### src/rtl/uart_rx_pkg.sv
package uart_rx_pkg;

    localparam int DATA_W = 8;

    typedef struct packed {
        logic              brk;
        logic              ferr;
        logic              perr;
        logic [DATA_W-1:0] data;
    } rx_entry_t;

    typedef enum logic [2:0] {
        RX_IDLE  = 3'd0,
        RX_START = 3'd1,
        RX_DATA  = 3'd2,
        RX_PAR   = 3'd3,
        RX_STOP  = 3'd4
    } rx_state_e;

    // Parity bit a transmitter would send for this byte.
    function automatic logic par_expect(input logic [DATA_W-1:0] d, input logic odd);
        return (^d) ^ odd;
    endfunction

    // Every sampled bit after the start bit was low.
    function automatic logic brk_detect(input logic [DATA_W-1:0] d, input logic pen,
                                        input logic pbit, input logic stopv);
        return (d == '0) && !stopv && (!pen || !pbit);
    endfunction

endpackage

### src/rtl/rx_sync.sv
module rx_sync #(
    parameter int STAGES = 2
) (
    input  logic clk,
    input  logic rst,
    input  logic d_i,
    output logic q_o
);
    logic [STAGES-1:0] chain;

    always_ff @(posedge clk) begin
        if (rst) chain <= '1;
        else     chain <= {chain[STAGES-2:0], d_i};
    end

    assign q_o = chain[STAGES-1];
endmodule

### src/rtl/rx_deframer.sv
module rx_deframer
    import uart_rx_pkg::*;
#(
    parameter int OSR = 16
) (
    input  logic      clk,
    input  logic      rst,
    input  logic      tick_i,
    input  logic      go_i,
    input  logic      par_en_i,
    input  logic      par_odd_i,
    input  logic      rx_i,
    output logic      push_o,
    output rx_entry_t entry_o
);
    localparam int CW = $clog2(OSR);
    localparam int IW = $clog2(DATA_W);
    localparam logic [CW-1:0] MID  = CW'(OSR / 2 - 1);
    localparam logic [CW-1:0] LAST = CW'(OSR - 1);
    localparam logic [IW-1:0] TOP  = IW'(DATA_W - 1);

    rx_state_e         state;
    logic [CW-1:0]     cnt;
    logic [IW-1:0]     idx;
    logic [DATA_W-1:0] shreg;
    logic              pbit;
    logic              pen_q;
    logic              odd_q;

    always_ff @(posedge clk) begin
        if (rst) begin
            state <= RX_IDLE;
            cnt   <= '0;
            idx   <= '0;
            shreg <= '0;
            pbit  <= 1'b0;
            pen_q <= 1'b0;
            odd_q <= 1'b0;
        end else if (tick_i) begin
            unique case (state)
                RX_IDLE: begin
                    cnt <= '0;
                    if (!rx_i && go_i) begin
                        state <= RX_START;
                        pen_q <= par_en_i;
                        odd_q <= par_odd_i;
                    end
                end
                RX_START: begin
                    if (cnt == MID) begin
                        cnt <= '0;
                        idx <= '0;
                        state <= rx_i ? RX_IDLE : RX_DATA;
                    end else begin
                        cnt <= cnt + 1'b1;
                    end
                end
                RX_DATA: begin
                    if (cnt == LAST) begin
                        cnt   <= '0;
                        shreg <= {rx_i, shreg[DATA_W-1:1]};
                        if (idx == TOP) state <= pen_q ? RX_PAR : RX_STOP;
                        else            idx   <= idx + 1'b1;
                    end else begin
                        cnt <= cnt + 1'b1;
                    end
                end
                RX_PAR: begin
                    if (cnt == LAST) begin
                        cnt   <= '0;
                        pbit  <= rx_i;
                        state <= RX_STOP;
                    end else begin
                        cnt <= cnt + 1'b1;
                    end
                end
                RX_STOP: begin
                    if (cnt == LAST) begin
                        cnt   <= '0;
                        state <= RX_IDLE;
                    end else begin
                        cnt <= cnt + 1'b1;
                    end
                end
                default: state <= RX_IDLE;
            endcase
        end
    end

    // The entry is formed on the stop-bit sample and written on that same edge.
    assign push_o = tick_i && (state == RX_STOP) && (cnt == LAST);

    always_comb begin
        entry_o.data = shreg;
        entry_o.ferr = !rx_i;
        entry_o.perr = pen_q && (pbit != par_expect(shreg, odd_q));
        entry_o.brk  = brk_detect(shreg, pen_q, pbit, rx_i);
    end
endmodule

### src/rtl/rx_fifo.sv
module rx_fifo
    import uart_rx_pkg::*;
#(
    parameter int DEPTH = 16
) (
    input  logic      clk,
    input  logic      rst,
    input  logic      wr_i,
    input  rx_entry_t wdata_i,
    input  logic      rd_i,
    output rx_entry_t rdata_o,
    output logic      empty_o,
    output logic      full_o
);
    localparam int AW = $clog2(DEPTH);
    localparam logic [AW:0] FULL_CNT = (AW+1)'(DEPTH);

    rx_entry_t     mem [DEPTH];
    logic [AW-1:0] wptr, rptr;
    logic [AW:0]   count;
    logic          do_wr, do_rd;

    assign empty_o = (count == '0);
    assign full_o  = (count == FULL_CNT);
    assign do_rd   = rd_i && !empty_o;
    assign do_wr   = wr_i && (!full_o || do_rd);

    always_ff @(posedge clk) begin
        if (do_wr) mem[wptr] <= wdata_i;
    end

    always_ff @(posedge clk) begin
        if (rst) begin
            wptr  <= '0;
            rptr  <= '0;
            count <= '0;
        end else begin
            if (do_wr) wptr <= (wptr == AW'(DEPTH - 1)) ? '0 : wptr + 1'b1;
            if (do_rd) rptr <= (rptr == AW'(DEPTH - 1)) ? '0 : rptr + 1'b1;
            case ({do_wr, do_rd})
                2'b10:   count <= count + 1'b1;
                2'b01:   count <= count - 1'b1;
                default: count <= count;
            endcase
        end
    end

    assign rdata_o = mem[rptr];
endmodule

### src/rtl/uart_rx_tagged.sv
module uart_rx_tagged
    import uart_rx_pkg::*;
#(
    parameter int OSR         = 16,
    parameter int DEPTH       = 16,
    parameter int SYNC_STAGES = 2
) (
    input  logic              clk,
    input  logic              rst,
    input  logic              en_i,
    input  logic              rx_en_i,
    input  logic              tick16_i,
    input  logic              par_en_i,
    input  logic              par_odd_i,
    input  logic              rx_i,
    input  logic              rd_i,
    input  logic              ovr_clr_i,
    output logic [DATA_W-1:0] rd_data_o,
    output logic              rd_perr_o,
    output logic              rd_ferr_o,
    output logic              rd_brk_o,
    output logic              empty_o,
    output logic              full_o,
    output logic              ovr_o
);
    logic      rx_s;
    logic      push_w;
    logic      ovr_q;
    logic      ovr_set;
    rx_entry_t new_entry;
    rx_entry_t head;

    rx_sync #(.STAGES(SYNC_STAGES)) u_sync (
        .clk (clk),
        .rst (rst),
        .d_i (rx_i),
        .q_o (rx_s)
    );

    rx_deframer #(.OSR(OSR)) u_deframe (
        .clk       (clk),
        .rst       (rst),
        .tick_i    (tick16_i),
        .go_i      (en_i && rx_en_i),
        .par_en_i  (par_en_i),
        .par_odd_i (par_odd_i),
        .rx_i      (rx_s),
        .push_o    (push_w),
        .entry_o   (new_entry)
    );

    rx_fifo #(.DEPTH(DEPTH)) u_fifo (
        .clk     (clk),
        .rst     (rst),
        .wr_i    (push_w),
        .wdata_i (new_entry),
        .rd_i    (rd_i),
        .rdata_o (head),
        .empty_o (empty_o),
        .full_o  (full_o)
    );

    // A read in the same cycle frees the slot, so only an unread full queue overruns.
    assign ovr_set = push_w && full_o && !rd_i;

    always_ff @(posedge clk) begin
        if (rst)            ovr_q <= 1'b0;
        else if (ovr_set)   ovr_q <= 1'b1;
        else if (ovr_clr_i) ovr_q <= 1'b0;
    end

    assign ovr_o     = ovr_q;
    assign rd_data_o = head.data;
    assign rd_perr_o = head.perr;
    assign rd_ferr_o = head.ferr;
    assign rd_brk_o  = head.brk;
endmodule

### config.mk
export PLATFORM = sky130hd
export DESIGN_NAME = uart_rx_tagged
export DESIGN_NICKNAME = d
export VERILOG_FILES = /design/src/rtl/uart_rx_pkg.sv /design/src/rtl/rx_sync.sv /design/src/rtl/rx_deframer.sv /design/src/rtl/rx_fifo.sv /design/src/rtl/uart_rx_tagged.sv
export SDC_FILE = /design/constraint.sdc
export NUM_CORES = 1
export LEC_CHECK = 0
export ABC_AREA = 1
export BUFFER_PORTS_ARGS = -buffer_cell sky130_fd_sc_hd__buf_2
export CORE_MARGIN = 10
export CORE_UTILIZATION = 65
export DETAILED_ROUTE_END_ITERATION = 6
export HOLD_SLACK_MARGIN = 0.02
export PLACE_DENSITY = 0.82
export SLEW_MARGIN = 0
export SYNTH_ARGS = -nofsm -noshare
export SYNTH_HDL_FRONTEND = slang
export SYNTH_SLANG_ARGS = --single-unit
### constraint.sdc
create_clock -name clk -period 5 [get_ports clk]
set_input_delay 0 -clock clk [delete_from_list [all_inputs] [get_ports clk]]
set_output_delay 0 -clock clk [all_outputs]
set_load 0.1 [all_outputs]
==> impl_metrics.ini <==
[floorplanning]
die_w_um = 140.1
die_area_um2 = 19630
fp.coreArea_um2 = 13990
chipHeight_um = 140.1
start_util = 0.6705
std_cell_rows = 43
boundaryPins = 24

[placed_design]
port_buffers = 23
gp_congestion = 0.8580
place_area_um2 = 9619
placed_cells = 1047
hpwl_mm = 12.72

[final_layout]
seqCellArea_um2 = 6111
layout-drive-gt1-share = 0.09684
nets = 929
finalNonFillerCells = 1099
num_antenna_cells = 0
fillers = 911
fin_area_um2 = 10440
syn_to_final_growth_pct = 11.34
multi_input_area_um2 = 2564

[timing]
finalSetupViolations = 0
hold-worst-slack_ns = 0.06523
period_needed_ns = 3.284
hold_violations = 0
slew_headroom = 0.2373
fmax_mhz = 304.5
setup-tns-final_ns = 0
min_period_over_period = 0.6567
final_max_slew_viol_count = 0
rsz0062_at_grt = no
skew_ns = 0.01242
tightest_slew_ns = 1.144

[drt]
routed_wl_mm = 21.25
drc = 0
detail_route.first_pass.iterations = 5
ant_nets = 0
drt-wirelength-per-cell_um = 19.34
routed_via_density = 5.874
vias = 6456
drt_iter0_drc = 724

[critical_path]
cpMostUsedCell = nand3_1
cp.required_ns = 5.00
crit_path_max_incr_delay_ns = 1.01
cp.arrival_ns = 3.28
crit_chain = buf_4 > o21ai_0 > nand3_1 > nand3_1 > nand2_1 > buf_2
start_kind = flip-flop
path_class = flip-flop to output pin
crit_fanout = 115
cp_slowest_cell = dfxtp_4
crit_family = buffers and inverters
end_kind = output pin
critPathBufInv = 2
rrSetupSlack_ns = 2.23

[hold_path]
min_path_type = input pin to flip-flop

[global_routing]
grt_pass1_wl_mm = 33.49
grt_usage = 0.2126
grt_max_degree = 116
antenna_found_initial = 0
grt_pass1_vias = 6453
overflow = 0

[synthesis]
ys.warnings.count = 0
synth_async_sr_flop_share = 0
synth-main-ff-cell = edfxtp_1
synth_area_leader_cell = edfxtp_1
synth-seq-cells = 217
netlist_top_cells_area = edfxtp_1, dfxtp_1, inv_1
yosysSeqAreaShare = 0.6510
synth_area_um2 = 9379
netlist_top_cells_count = edfxtp_1, inv_1, nand2_1, nand3_1, a21oi_1
synth_edf_count = 176
netlist_instances = 874
yosysMostFrequentCell = edfxtp_1
syn_nets = 900
synth.top_cell.area_share = 0.5635
synth_cell_type_count = 37
syn_avg_cell_area_um2 = 10.73

[cts]
clk_path_buf_depth = 3
cts_tree = done
clk_latency_ns = 0.50
post_cts_buffers = 0
clk_pin_slew_worst_paths_ns = 0.06
numCtsBuffers = 22
ctsHoldBuffers = 12
cts.sinks = 217
ctsResizeCount = 0
cts_max_level = 1
root_buffer = clkbuf_16

[power_and_ir_drop]
p_leak_nw = 3.953
power.density_nw_per_um2 = 524.0
ir_drop_uv = 657.0

[flow_run]
drv_cap = 0

[run_status]
status = finished, final reports clean
## report_power, final
part           switching [W]  internal (W)
combinational        0.00124      0.000443
sequential          0.000222       0.00198
clock               0.000635      0.000950
total                0.00210       0.00338
## metal layers
layer | global-route usage | share of wire | up-vias
li1 | - | - | 3059
met1 | 0.2654 | 0.39 | 3081
met2 | 0.3509 | 0.49 | 265
met3 | 0.04868 | 0.087 | 51
met4 | 0.08587 | 0.031 | 0
met5 | 0 | 0 | -
## worst paths after layout
path / from / cells after the start / to
setup / recovery: flip-flop / 6 / rd_data_o[7]
hold / removal: en_i / 7 / u_deframe.state[1]
setup reg to reg: u_deframe.shreg[5] / 6 / u_fifo.mem[5][8]
hold reg to reg: u_sync.chain[0] / 1 / u_sync.chain[1]
## flip-flops by register name (all words and copies together), names as in the netlist, named ones only
| name | count |
|---|---|
| u_fifo.mem | 176 |
| u_deframe.state | 3 |
| u_fifo.count | 5 |
| u_fifo.rptr | 4 |
| u_deframe.idx | 3 |
| u_deframe.shreg | 8 |
| ovr_o | 1 |
| u_deframe.pbit | 1 |
| u_deframe.pen_q | 1 |
| u_deframe.odd_q | 1 |
| u_sync.chain | 2 |
| u_fifo.wptr | 4 |
| u_deframe.cnt | 4 |
## cells by family (layout without fill, tap and decap cells)
group	after synthesis	in the layout	synth area share
buffers and inverters	179	224	0.07698
flip-flops	217	217	0.6510
adder cells (fa/ha/maj)	16	16	0.02134
XOR/XNOR	11	11	0.01027
AO/OA/AOI/OAI	184	184	0.1126
AND/OR/NAND/NOR	267	267	0.1278
## worst min-delay path: stages
cell and delay (ns):
buf_2 0.10, nand3_1 0.09, nand2_1 0.08, nand3_2 0.09, nor2_4 0.05, nor2_1 0.08
nor2_1 0.05
## placed cells by master (no fill, tap or decap), drive strengths merged
master,n
dlygate4sd3,12
a21boi,1
nand4,2
nand2,118
inv,138
buf,34
edfxtp,176
clkinv,7
and2,1
o21ai,65
clkbuf,31
bufinv,2
nand3b,3
ha,16
nor2,46
or2,2
a21oi,71
nand3,91
nor3,4
a211oi,1
o21bai,1
xor2,7
dfxtp,41
o211ai,45
xnor2,4
## final cells by class
cell class / count / share of cell area
clock inverters: 9 / 0.009346
well taps: 180 / 0.02157
inverters: 138 / 0.04996
clock buffers: 31 / 0.05799
flip-flops and latches: 217 / 0.5852
repair buffers: 46 / 0.03043
multi-input cells: 478 / 0.2455
## metrics by stage
step	total power (W)	util	setup WS [ns]
2_1_floorplan	0.003598	-	2.676
3_3_place_gp	0.003832	0.6877	2.440
3_5_place_dp	0.003900	0.6877	2.286
4_1_cts	0.005491	0.7465	1.752
5_1_grt	0.005763	0.7465	1.509
6_report	0.005471	0.7465	1.716
(Power assumes the default switching activity.)
